`config.mk`:
```
export PLATFORM = sky130hd
export DESIGN_NAME = trig_event_ctrl
export DESIGN_NICKNAME = d
export VERILOG_FILES = /design/src/rtl/trig_event_ctrl.sv
export SDC_FILE = /design/constraint.sdc
export NUM_CORES = 1
export LEC_CHECK = 0
export BUFFER_PORTS_ARGS = -buffer_cell sky130_fd_sc_hd__buf_2
export CORE_UTILIZATION = 34
export DETAILED_ROUTE_END_ITERATION = 12
export PLACE_DENSITY = 0.75
export SYNTH_ARGS = -nofsm -noshare
export SYNTH_HDL_FRONTEND = slang
export SYNTH_SLANG_ARGS = --single-unit
```
`constraint.sdc`:
```
create_clock -name clk -period 1.7 [get_ports clk]
set_input_delay 0.34 -clock clk [delete_from_list [all_inputs] [get_ports clk]]
set_output_delay 0.34 -clock clk [all_outputs]
set_load 0.01 [all_outputs]
```
`src/rtl/trig_event_ctrl.sv`:
```
module trig_event_ctrl #(
  parameter int unsigned CH_ID = 0
) (
  input  logic       clk,
  input  logic       rst_n,
  input  logic [4:0] sel,
  input  logic [1:0] mode,
  input  logic       clr_mask_en,
  input  logic       start_gate,
  input  logic       pos_out,
  input  logic       running,
  input  logic       estop,
  input  logic       cnt_rd,
  input  logic [7:0] ext_trg,
  input  logic       cmp_out,
  input  logic       clk_mon,
  input  logic [7:0] tmr_trg,
  input  logic [7:0] ch_trg,
  output logic       start_p,
  output logic       clear_p
);

  localparam logic [2:0] SELF_IDX = 3'(CH_ID);
  localparam logic [1:0] MODE_CAP = 2'b01;

  logic       is_cap;
  logic       src_raw, src_ok;
  logic [2:0] sync_q;
  logic       evt, clr_req, start_req, armed;

  assign is_cap = (mode == MODE_CAP);

  always_comb begin
    src_raw = 1'b0;
    src_ok  = 1'b0;
    case (sel[4:3])
      2'b00: begin
        src_raw = ext_trg[sel[2:0]];
        src_ok  = 1'b1;
      end
      2'b01: begin
        if (sel[2:0] == 3'b000) begin
          src_raw = cmp_out;
          src_ok  = 1'b1;
        end else if (sel[2:0] == 3'b100) begin
          src_raw = clk_mon;
          src_ok  = 1'b1;
        end
      end
      2'b10: begin
        src_raw = tmr_trg[sel[2:0]];
        src_ok  = !is_cap;
      end
      default: begin
        src_raw = ch_trg[sel[2:0]];
        src_ok  = !is_cap && (sel[2:0] != SELF_IDX);
      end
    endcase
  end

  always_ff @(posedge clk) begin
    if (!rst_n) sync_q <= '0;
    else        sync_q <= {sync_q[1:0], src_raw & src_ok};
  end

  assign evt       = sync_q[1] & ~sync_q[2];
  assign clr_req   = evt & running & ~(clr_mask_en & pos_out & ~is_cap);
  assign start_req = evt & ~running & ~estop & (~start_gate | armed);

  always_ff @(posedge clk) begin
    if (!rst_n) begin
      start_p <= 1'b0;
      clear_p <= 1'b0;
      armed   <= 1'b0;
    end else begin
      start_p <= start_req;
      clear_p <= clr_req;
      if (start_req)   armed <= 1'b0;
      else if (cnt_rd) armed <= 1'b1;
    end
  end

  AST_START_ONE_CYCLE: assert property (@(posedge clk) disable iff (!rst_n) start_p |=> !start_p);
  AST_CLEAR_ONE_CYCLE: assert property (@(posedge clk) disable iff (!rst_n) clear_p |=> !clear_p);
  AST_START_CLEAR_EXCL: assert property (@(posedge clk) disable iff (!rst_n) !(start_p && clear_p));
  AST_NO_START_ESTOP: assert property (@(posedge clk) disable iff (!rst_n) start_p |-> !$past(estop));
  AST_START_GATED: assert property (@(posedge clk) disable iff (!rst_n) (start_p && $past(start_gate)) |-> $past(armed));
  AST_CLR_MASKED: assert property (@(posedge clk) disable iff (!rst_n)
    clear_p |-> !($past(clr_mask_en) && $past(pos_out) && ($past(mode) != MODE_CAP)));

endmodule

```
==> results.ini <==
[timing]
maxSlewViolCount = 0
layout_worst_path_cycle_share_pct = 78.7
rsz0062_at_grt = no
skew_ps = 1.00
whs_ps = 290
layout_min_cycle_time_ps = 1340
setup_viol_count_final = 0
tightestPinTransition_ps = 590
hold_viol = 0
slew_headroom_pct = 59.6
setup_tns_ps = 0
fmax_mhz = 747

[route]
postRouteAntennaNets = 0
first_pass_iters = 4
vias = 512
vias_per_cell = 5.02
drc_errors = 0
wl_per_cell_microns = 11.4
drtIter0Drc = 10
wirelength_microns = 1160

[flow_run]
max_cap_viol_count = 0

[cts]
cts_made_buffers = 3
cts.sinks = 6
h-tree-depth = 1
post-cts-setup-buffer-count = 0
clock-root-buffer = clkbuf_4
cts_tree = built
ctsHoldBuffers = 0
clk_pin_slew_ps = 40
clockBufferDepth = 2
cts_resized = 0
clock_latency_ps = 240

[logic_synthesis]
syn_avg_cell_area_sq_um = 9.90
yosysUniqueCellTypes = 23
synthAdderAreaFrac_pct = 0
synth_compound_area_share_pct = 19.0
synth_edf_count = 0
synth.cells.most_frequent = dfxtp_1, inv_1, mux2i_1
post_synth_and_or_nand_nor_area_fraction_pct = 14.8
synth.area.top_cells = dfxtp_1, mux4_2, mux2i_1
synth_most_common_cell = dfxtp_1
synthFlopType = dfxtp_1
synth_top_area_share_pct = 26.4
syn_nets = 87
synth.area.mux_share_pct = 31.9
synth_top_family_by_area = multiplexers
synth_xor_area_share_pct = 0
synth-seq-cells = 6
synthCells = 46
synth_top_area_cell = dfxtp_1
ys_seq_area_share_pct = 26.4
netlist_area_sq_um = 455
yosysWarnings = 0
async_flop_share_pct = 0

[setup_path]
crit_type = in2reg
critPathCaptureType = register
critPathArrivalTime_ps = 1530
crit_required_ps = 1890
cp-start-kind = input port
crit_fanout = 5

[pwr]
combPwrFrac_pct = 27.8
clock_power_share_pct = 34.0
switching_share_pct = 24.5
ir_worst_vdd_v = 0.000267
power_density_mw_per_mm2 = 566
power.switching_w = 0.0000953
power.leakage_nw = 0.360
intPower_w = 0.000294
power.share.sequential_pct = 38.2

[floorplan]
dieHeight_microns = 38.6
initial_core_util_pct = 38.9
core_area_sq_mm = 0.00117
ios = 43
dieArea_sq_mm = 0.00149
rows = 12
die_w_microns = 38.6

[final_layout]
nNetsFinal = 131
fillCellCount = 104
drive_gt1_share_pct = 56.8
diodes = 0
area_growth_syn_to_layout_pct = 50.8

[placed_design]
portBuffers = 41
dp_hpwl_microns = 960
place_congestion = 0.688

[run_status]
outcome = finished, final reports clean

[global_route]
antenna_found_initial = 0
grt_max_degree = 10
grt_first_pass_wirelength_microns = 1970
grt_usage_pct = 19.9
grt_pass1_vias = 494
grt-ovfl-total = 0

[min_path]
worst_hold_path_type = in2reg

per-layer routing:
layer  vias up  global-route usage (%)  share of wire [%]
li1        260                       -                  -
met1       221                    22.6                 41
met2        29                    31.3                 50
met3         2                    7.51                8.0
met4         0                    12.1                1.5
met5         -                       0                  0
cells in the final DEF, fill, tap and decap left out:
| master | instances |
|---|---|
| buf_2 | 41 |
| dfxtp_1 | 6 |
| inv_1 | 4 |
| mux2i_1 | 4 |
| and2_1 | 3 |
| mux4_2 | 3 |
| nand2_1 | 3 |
| clkbuf_4 | 3 |
| nand2b_1 | 2 |
| o21ai_0 | 2 |
| nor2_1 | 2 |
| and3_1 | 2 |
| a21oi_1 | 2 |
| a2111oi_0 | 1 |
| nor3_1 | 1 |
| a311o_1 | 1 |
| o31a_2 | 1 |
| o32ai_1 | 1 |
| mux4_1 | 1 |
| mux2_2 | 1 |
| o221ai_1 | 1 |
| o2111a_1 | 1 |
| a311oi_1 | 1 |
| buf_4 | 1 |
metrics by stage:
stage	util, %	instances	instance area [sq um]	setup WS (ps)	power, W
finish	58.7	102	687	362	0.000389
global route	58.7	102	687	294	0.000416
CTS	58.7	102	687	359	0.000395
detailed placement	56.7	99	664	97.2	0.000259
global placement	56.7	99	664	103	0.000256
floorplan	-	46	455	231	0.000209
worst max-delay path: stages:
cell      delay (ps)
buf_2            150
buf_4            170
mux2i_1          110
a311o_1          340
o32ai_1          210
o2111a_1         200
cell type report:
type / instances / area, sq um / area share (%)
Clock buffer: 3 / 22.5 / 3.28
Inverter: 4 / 15.0 / 2.19
Multi-Input combinational cell: 33 / 299 / 43.5
Sequential cell: 6 / 120 / 17.5
Tap cell: 14 / 17.5 / 2.55
Timing Repair Buffer: 42 / 213 / 31.0
worst paths after layout:
check	from	to	slack (ps)	cells past startpoint
setup / recovery	sel[0]	sync_q[0]	360	6
hold / removal	pos_out	clear_p	290	2
setup reg to reg	sync_q[2]	start_p	440	3
hold reg to reg	sync_q[0]	sync_q[1]	430	1
kinds of logic after synthesis:
| logic type | count (synthesis) |
|---|---|
| AOI/OAI and AO/OA | 11 |
| buffers and inverters | 7 |
| and+or+nand+nor | 13 |
| muxes | 9 |
| DFF | 6 |
power by group through the flow:
stage / logic [W] / clock network [W] / registers, W
after floorplan: 0.0000578 / 0 / 0.000151
after global placement: 0.000105 / 0 / 0.000151
after detailed placement: 0.000108 / 0 / 0.000151
after CTS: 0.000108 / 0.000138 / 0.000149
after global routing: 0.000121 / 0.000146 / 0.000149
final: 0.000108 / 0.000132 / 0.000149
registers in the layout, summed over array words and instances (netlist names):
signal,cells
clear_p,1
armed,1
start_p,1
sync_q,3
Note: power is estimated with default switching activity, not from simulation.
